**config.mk**
```make
export PLATFORM = sky130hd
export DESIGN_NAME = spec_quiesce_ctrl
export DESIGN_NICKNAME = d
export VERILOG_FILES = /design/src/rtl/sqc_pkg.sv /design/src/rtl/sqc_event_merge.sv /design/src/rtl/sqc_throttle_det.sv /design/src/rtl/sqc_busy_agg.sv /design/src/rtl/sqc_fsm.sv /design/src/rtl/spec_quiesce_ctrl.sv
export SDC_FILE = /design/constraint.sdc
export NUM_CORES = 1
export LEC_CHECK = 0
export BUFFER_PORTS_ARGS = -buffer_cell sky130_fd_sc_hd__buf_2
export CAP_MARGIN = 25
export CELL_PAD_IN_SITES_DETAIL_PLACEMENT = 1
export CELL_PAD_IN_SITES_GLOBAL_PLACEMENT = 2
export CORE_AREA = 2 2 39 41
export CTS_BUF_LIST = sky130_fd_sc_hd__clkbuf_8
export CTS_CLUSTER_SIZE = 40
export DETAILED_ROUTE_END_ITERATION = 8
export DIE_AREA = 0 0 41 43
export PLACE_DENSITY_LB_ADDON = 0.05
export SLEW_MARGIN = 20
export SYNTH_ARGS = -nofsm -noshare
export SYNTH_HDL_FRONTEND = slang
export SYNTH_SLANG_ARGS = --single-unit
```
**constraint.sdc**
```tcl
create_clock -name clk_i -period 1.1 [get_ports clk_i]
set_input_delay 0.055 -clock clk_i [delete_from_list [all_inputs] [get_ports clk_i]]
set_output_delay 0.055 -clock clk_i [all_outputs]
set_load 0.05 [all_outputs]
```
**src/rtl/sqc_pkg.sv**
```systemverilog
package sqc_pkg;
  typedef enum logic [1:0] {
    ST_RUN      = 2'd0,
    ST_THROTTLE = 2'd1,
    ST_DRAIN    = 2'd2,
    ST_IDLE_ACK = 2'd3
  } sqc_state_e;
endpackage

```
**src/rtl/sqc_event_merge.sv**
```systemverilog
module sqc_event_merge #(
  parameter int N_SRC = 4
) (
  input  logic [N_SRC-1:0] src_i,
  output logic             any_o
);
  logic [N_SRC:0] acc;
  assign acc[0] = 1'b0;
  for (genvar g = 0; g < N_SRC; g++) begin : g_or
    assign acc[g+1] = acc[g] | src_i[g];
  end
  assign any_o = acc[N_SRC];
endmodule

```
**src/rtl/sqc_throttle_det.sv**
```systemverilog
module sqc_throttle_det #(
  parameter int DIST_W = 6,
  parameter int THRESH = 10
) (
  input  logic              valid_i,
  input  logic [DIST_W-1:0] dist_i,
  output logic              near_o
);
  localparam logic [DIST_W-1:0] THR_V = DIST_W'(THRESH);
  assign near_o = valid_i && (dist_i <= THR_V);
endmodule

```
**src/rtl/sqc_busy_agg.sv**
```systemverilog
module sqc_busy_agg #(
  parameter int NUM_BUSY = 4
) (
  input  logic [NUM_BUSY-1:0] busy_i,
  output logic                idle_o
);
  logic [NUM_BUSY:0] acc;
  assign acc[0] = 1'b0;
  for (genvar g = 0; g < NUM_BUSY; g++) begin : g_busy
    assign acc[g+1] = acc[g] | busy_i[g];
  end
  assign idle_o = ~acc[NUM_BUSY];
endmodule

```
**src/rtl/sqc_fsm.sv**
```systemverilog
module sqc_fsm
  import sqc_pkg::*;
(
  input  logic       clk_i,
  input  logic       rst_ni,
  input  logic       fence_i,
  input  logic       near_i,
  input  logic       idle_i,
  output sqc_state_e state_o,
  output logic       flush_o
);
  sqc_state_e state_q, state_d;
  logic       flush_q;

  always_comb begin
    state_d = state_q;
    unique case (state_q)
      ST_RUN: begin
        if (fence_i)     state_d = ST_DRAIN;
        else if (near_i) state_d = ST_THROTTLE;
      end
      ST_THROTTLE: begin
        if (fence_i)      state_d = ST_DRAIN;
        else if (!near_i) state_d = ST_RUN;
      end
      ST_DRAIN:    if (idle_i) state_d = ST_IDLE_ACK;
      ST_IDLE_ACK: state_d = ST_RUN;
      default:     state_d = ST_RUN;
    endcase
  end

  always_ff @(posedge clk_i or negedge rst_ni) begin
    if (!rst_ni) begin
      state_q <= ST_RUN;
      flush_q <= 1'b0;
    end else begin
      state_q <= state_d;
      // pulse only on the edge that enters drain
      flush_q <= (state_d == ST_DRAIN) && (state_q != ST_DRAIN);
    end
  end

  assign state_o = state_q;
  assign flush_o = flush_q;
endmodule

```
**src/rtl/spec_quiesce_ctrl.sv**
```systemverilog
module spec_quiesce_ctrl
  import sqc_pkg::*;
#(
  parameter int DIST_W   = 6,
  parameter int THRESH   = 10,
  parameter int NUM_BUSY = 4
) (
  input  logic                clk_i,
  input  logic                rst_ni,
  input  logic                fence_hint_i,
  input  logic                trap_i,
  input  logic                irq_i,
  input  logic                syscall_i,
  input  logic                sc_dist_valid_i,
  input  logic [DIST_W-1:0]   sc_dist_i,
  input  logic [NUM_BUSY-1:0] busy_i,
  output logic                issue_en_o,
  output logic                spec_issue_en_o,
  output logic                flush_req_o,
  output logic                fence_done_o,
  output logic [1:0]          state_o
);
  localparam int N_SRC = 4;

  logic       fence_any, near, idle;
  sqc_state_e state;

  sqc_event_merge #(.N_SRC(N_SRC)) u_merge (
    .src_i ({syscall_i, irq_i, trap_i, fence_hint_i}),
    .any_o (fence_any)
  );

  sqc_throttle_det #(.DIST_W(DIST_W), .THRESH(THRESH)) u_thr (
    .valid_i (sc_dist_valid_i),
    .dist_i  (sc_dist_i),
    .near_o  (near)
  );

  sqc_busy_agg #(.NUM_BUSY(NUM_BUSY)) u_busy (
    .busy_i (busy_i),
    .idle_o (idle)
  );

  sqc_fsm u_fsm (
    .clk_i   (clk_i),
    .rst_ni  (rst_ni),
    .fence_i (fence_any),
    .near_i  (near),
    .idle_i  (idle),
    .state_o (state),
    .flush_o (flush_req_o)
  );

  assign issue_en_o      = (state == ST_RUN) || (state == ST_THROTTLE);
  assign spec_issue_en_o = (state == ST_RUN);
  assign fence_done_o    = (state == ST_IDLE_ACK);
  assign state_o         = state;
endmodule

```
==> results of run 1 <==
## placed cells by master, fill, tap and decap left out, types with 2 or more instances in the layout
| cell type | synthesis | routed |
|---|---|---|
| clkbuf_8 | 0 | 3 |
| nor2_2 | 1 | 2 |
| nor2_1 | 3 | 2 |
| buf_2 | 0 | 20 |
| dfrtp_1 | 3 | 2 |
## worst max-delay path, cell delays in order, from the launching register on
cell	delay (ns)
dfrtp_2	0.44
clkinvlp_4	0.09
buf_2	0.25
## cell type report
cell class | instances | area, um2
Fill cell | 176 | 1013
Timing Repair Buffer | 24 | 136.4
Multi-Input combinational cell | 12 | 85.08
Sequential cell | 3 | 76.32
Clock buffer | 3 | 41.29
Tap cell | 16 | 20.02
Inverter | 1 | 7.507
Clock inverter | 1 | 3.754
## cells by family (layout without fill, tap and decap cells)
group	after synthesis	count (layout)	share of synthesized area, %
buffers and inverters	1	29	2.437
DFF	3	3	48.78
AOI/OAI and AO/OA	2	2	10.57
and+or+nand+nor	10	10	38.21
## layer usage
layer  share of wire (%)  track usage, %
met4                   0           10.00
met1                  36           10.97
met2                  55           11.88
met3                 8.7           2.094
met5                   0               0
## power breakdown
group / switching, mW / leakage [nW] / total (mW) / internal [mW]
registers: 0.00367 / 0.0362 / 0.118 / 0.115
clock network: 0.0685 / 0.0269 / 0.306 / 0.237
logic: 0.0408 / 0.131 / 0.0784 / 0.0375
total: 0.113 / 0.194 / 0.502 / 0.389
## state kept, by name, indices dropped and copies added, names as in the netlist
signal / cells
u_fsm.state_o: 2
u_fsm.flush_o: 1
## what timing repair did
action	CTS	global route
buffers inserted	1	0
hold buffers	1	0
endpoints found under the setup margin	1	2
gates resized for setup	2	2
hold endpoints to repair	3	0
## worst max path at each step
| stage | startpoint | to | cells after the start |
|---|---|---|---|
| floorplan | u_fsm.state_o[0] | u_fsm.state_o[1] | 2 |
| global placement | trap_i | u_fsm.state_o[0] | 4 |
| detailed placement | trap_i | u_fsm.state_o[0] | 4 |
| CTS | u_fsm.state_o[1] | fence_done_o | 2 |
| global route | u_fsm.state_o[1] | issue_en_o | 2 |
| finish | u_fsm.state_o[1] | issue_en_o | 2 |
==> reports/metrics.yaml, run 1 <==
status: "finished, final reports clean"
drtPass1Iterations: 2
drtIter0Drc: 1
start_util_pct: 11.12
final_cells: 60
grt_max_degree: 6
holdPathEnd: "u_fsm.state_o[0]"
fin_nets: 62
cts_tree: "yes"
power_leakage_nw: 0.1940
coreArea_um2: 1384
synthesis.nets: 33
cp.required_ns: 1.04
power.total_mw: 0.5022
synth_common_cells: "dfrtp_1, nor2_1"
hold_depth: 3
maxCapViolations: 0
grt_use_total_pct: 9.146
clk_latency_ns: 0.21
routedWlPerCell_um: 9.767
synth-async-reset-ratio_pct: 100.0
die-area_um2: 1763
root_buffer: "clkbuf_8"
mappedNetlistArea_um2: 153.9
vdd_drop_max_mv: 0.4100
start_kind: "flip-flop"
drive_gt1_share_pct: 75.00
criticalPathCategory: "flip-flop to output pin"
synth_ff_type: "dfrtp_1"
synth_seq_area_share_pct: 48.78
relSlewSlack_pct: 83.48
rsz0062_at_grt: "false"
hold_slack_ns: 0.1476
cp_data_arrival_time_ns: 0.99
synth-seq-cells: 3
rows: 14
r2r-end: "u_fsm.state_o[0]"
reg2reg_depth: 3
wirelength_um: 586
clk_pin_slew_ns: 0.03
synth_edf_count: 0
area_growth_pct: 140.6
hpwl_um: 498.7
hp-class: "input pin to flip-flop"
antenna_found_initial: 0
htree_num_levels: 1
grt.overflow.total: 0
ys_types: 12
design_area_um2: 370.4
holdCritStartpoint: "sc_dist_i[3]"
grt_pass1_vias: 237
synth_top_cells_by_area: "dfrtp_1, nor2_1, or4_4"
viasPerCell: 3.767
placedCellCount: 54
avgSynthCellArea_um2: 9.619
fin_skew_ns: 0.001147
setup_slack_ns: 0.05466
dp_worst_setup_slack_ns: 0.05769
diodes: 0
die_w_um: 41
r2r_start: "u_fsm.state_o[1]"
die_h_um: 43
hold_violations: 0
crit_fanout: 5
route.vias.total: 226
cts_inserted_buffers: 3
grt_pass1_wl_um: 1014
ios: 23
yosysTopAreaCellShare_pct: 48.78
post-route-drc-count: 0
fin_crit_sh_pct: 95.03
reg2reg_slack_ns: 0.16
cp-end-kind: "output pin"
p_per_area_nw_per_um2: 1356
clk_path_buf_depth: 2
clock-sinks: 3
fin_crit_ns: 1.045
drv_slew: 0
yosysWarningCount: 0
setup_viol: 0
detail-route-antenna-nets: 0
final_core_util_pct: 26.76
max_slew.worst_pin.slew_ns: 0.2495
syn_inst: 16
yosysTopAreaCell: "dfrtp_1"
portBuffers: 22
place_area_um2: 297.8
timing.setup.tns_ns: 0
gp_congestion: 0.5121
max_freq_ghz: 0.9566
Note: power is estimated with default switching activity, not from simulation.
==> run 2: changes to the inputs <==
--- a/config.mk
+++ b/config.mk
@@ -5,6 +5,7 @@
 export SDC_FILE = /design/constraint.sdc
 export NUM_CORES = 1
 export LEC_CHECK = 0
+export ABC_CLOCK_PERIOD_IN_PS = 1300
 export BUFFER_PORTS_ARGS = -buffer_cell sky130_fd_sc_hd__buf_2
 export CAP_MARGIN = 25
 export CELL_PAD_IN_SITES_DETAIL_PLACEMENT = 1
==> constraint.sdc (replaced) <==
create_clock -name clk_i -period 1.3 [get_ports clk_i]
set_input_delay 0.065 -clock clk_i [delete_from_list [all_inputs] [get_ports clk_i]]
set_output_delay 0.065 -clock clk_i [all_outputs]
set_load 0.05 [all_outputs]
==> reports/metrics.yaml, run 2 (synthesis gave the netlist of run 1 again) <==
status: "finished, final reports clean"
die_h_um: 43  # unchanged
gp_congestion: 0.5956  # +16%
crit_fanout: 6  # +1
drtPass1Iterations: 1  # -1
hold_violations: 0  # unchanged
root_buffer: "clkbuf_8"
grt_pass1_vias: 242  # +2.1%
hold_buffers: 1  # unchanged
largest_register_ffs: 2  # unchanged
grt.overflow.total: 0  # unchanged
detail-route-antenna-nets: 0  # unchanged
path_buf_inv: 1  # -1
route.vias.total: 217  # -4.0%
clk_path_buf_depth: 2  # unchanged
crit_family: "flip-flops"
fin_nets: 61  # -1.6%
cp_data_arrival_time_ns: 1.07  # +0.08 ns
fin_skew_ns: 0.001592  # +0.0004456 ns
clk_pin_slew_ns: 0.03  # about the same
ios: 23  # unchanged
hp-class: "input pin to flip-flop"
internal_power_mw: 0.3259  # -16%
p_sw_mw: 0.09469  # -16%
clock_power_share_pct: 62.0  # +1.1 points
start_util_pct: 11.12  # unchanged
grt_max_degree: 7  # +1
max_slew.worst_pin.slew_ns: 0.2493  # -0.0002079 ns
p_per_area_nw_per_um2: 1222  # -9.9%
grt_pass1_wl_um: 931  # -8.2%
post-route-drc-count: 0  # unchanged
setup_viol: 0  # unchanged
final_cell_mix: "buf_2, clkbuf_8"
portBuffers: 22  # unchanged
start_kind: "flip-flop"
r2r_start: "u_fsm.state_o[1]"
final_common_cell: "buf_2"
power_leakage_nw: 0.1992  # +2.7%
crit_chain: "and2_2 -> buf_2"
grt_use_total_pct: 8.761  # -0.38 points
seqPwrFrac_pct: 23.7  # +0.2 points
rsz0062_at_grt: "false"
cp-end-kind: "output pin"
rows: 14  # unchanged
switching_share_pct: 22.52  # about the same
clock-sinks: 3  # unchanged
hpwl_um: 463.9  # -7.0%
cts_tree: "yes"
wirelength_um: 552  # -5.8%
die-area_um2: 1763  # unchanged
antenna_found_initial: 0  # unchanged
htree_num_levels: 1  # unchanged
combinationalPowerShare_pct: 14.3  # -1.3 points
fin_crit_ns: 1.134
hold_slack_ns: 0.1619  # +0.01429 ns
reg2reg_slack_ns: 0.43  # +0.27 ns
reg2reg_depth: 3  # unchanged
holdCritStartpoint: "sc_dist_i[3]"
routedWlPerCell_um: 9.356  # -4.2%
vdd_drop_max_mv: 0.2242  # -45%
criticalPathCategory: "flip-flop to output pin"
drv_slew: 0  # unchanged
coreArea_um2: 1384  # unchanged
fin_crit_sh_pct: 87.25
dp_worst_setup_slack_ns: 0.2503  # +0.1927 ns
hold_depth: 3  # unchanged
diodes: 0  # unchanged
postCtsResizedCells: 0  # -2
drive_gt1_share_pct: 69.77  # -5.2 points
viasPerCell: 3.678  # -2.4%
critical_path.slowest_cell: "dfrtp_2"
timing.setup.tns_ns: 0  # unchanged
max_freq_ghz: 0.8816
drtIter0Drc: 0  # -1
cts_inserted_buffers: 3  # unchanged
setup_slack_ns: 0.1657  # +0.1111 ns
clk_latency_ns: 0.21  # about the same
relSlewSlack_pct: 83.50  # about the same
worst_path_largest_cell_delay_ns: 0.44  # about the same
die_w_um: 41  # unchanged
area_growth_pct: 123.6
maxCapViolations: 0  # unchanged
r2r-end: "u_fsm.state_o[0]"
cts_post_setup_buffers_inserted: 0  # -1
cp.required_ns: 1.24  # +0.20 ns
holdPathEnd: "u_fsm.state_o[0]"
-- run 2: cell types whose count changed in the layout (fill, tap and decap cells not counted), sizes merged --
cell | before | now
clkbuf | 4 | 3
inv | 1 | 2
clkinvlp | 1 | 0
-- run 2: tightest hold or removal path: stages --
cell     delay [ns]
buf_2          0.10
nand2_1        0.05
a31o_1         0.13
-- run 2: stage by stage --
stage	cell area, um2	cells	total power [mW]	util [%]
floorplan	158.9	16	0.1289	-
global placement	289.0	54	0.1592	20.89
detailed placement	289.0	54	0.1599	20.89
CTS	344.1	59	0.4303	24.86
global route	344.1	59	0.4452	24.86
finish	344.1	59	0.4206	24.86
-- run 2: power by group through the flow --
stage	Combinational (mW)	Sequential [mW]	Clock, mW
floorplan	0.0191	0.110	0
global placement	0.0584	0.101	0
detailed placement	0.0590	0.101	0
CTS	0.0614	0.100	0.269
global route	0.0669	0.100	0.278
finish	0.0602	0.0998	0.261
-- run 2: worst max-delay path by stage --
stage / start / cells past startpoint / slack, ns / to
final: u_fsm.state_o[1] / 2 / 0.17 / fence_done_o
after global routing: u_fsm.state_o[1] / 2 / 0.14 / fence_done_o
after CTS: u_fsm.state_o[1] / 2 / 0.15 / fence_done_o
after detailed placement: trap_i / 4 / 0.25 / u_fsm.state_o[0]
after global placement: busy_i[1] / 4 / 0.25 / u_fsm.state_o[0]
after floorplan: u_fsm.state_o[1] / 3 / 0.0008 / u_fsm.state_o[0]
-- run 2: cell type report --
cell class                      instances  area, um2
Clock buffer                            3      41.29
Tap cell                               16      20.02
Inverter                                1      3.754
Timing Repair Buffer                   23      120.1
Fill cell                             187       1040
Clock inverter                          1      3.754
Sequential cell                         3      76.32
Multi-Input combinational cell         12      78.83
-- run 2: metal layers --
metal | wire (um) | up-vias | GRT usage [%] | part of all wire (%)
li1 | - | 109 | - | -
met1 | 183 | 95 | 8.117 | 33
met2 | 298 | 11 | 11.56 | 54
met3 | 64 | 2 | 6.806 | 12
met4 | 4 | 0 | 8.000 | 0.72
met5 | 0 | - | 0 | 0
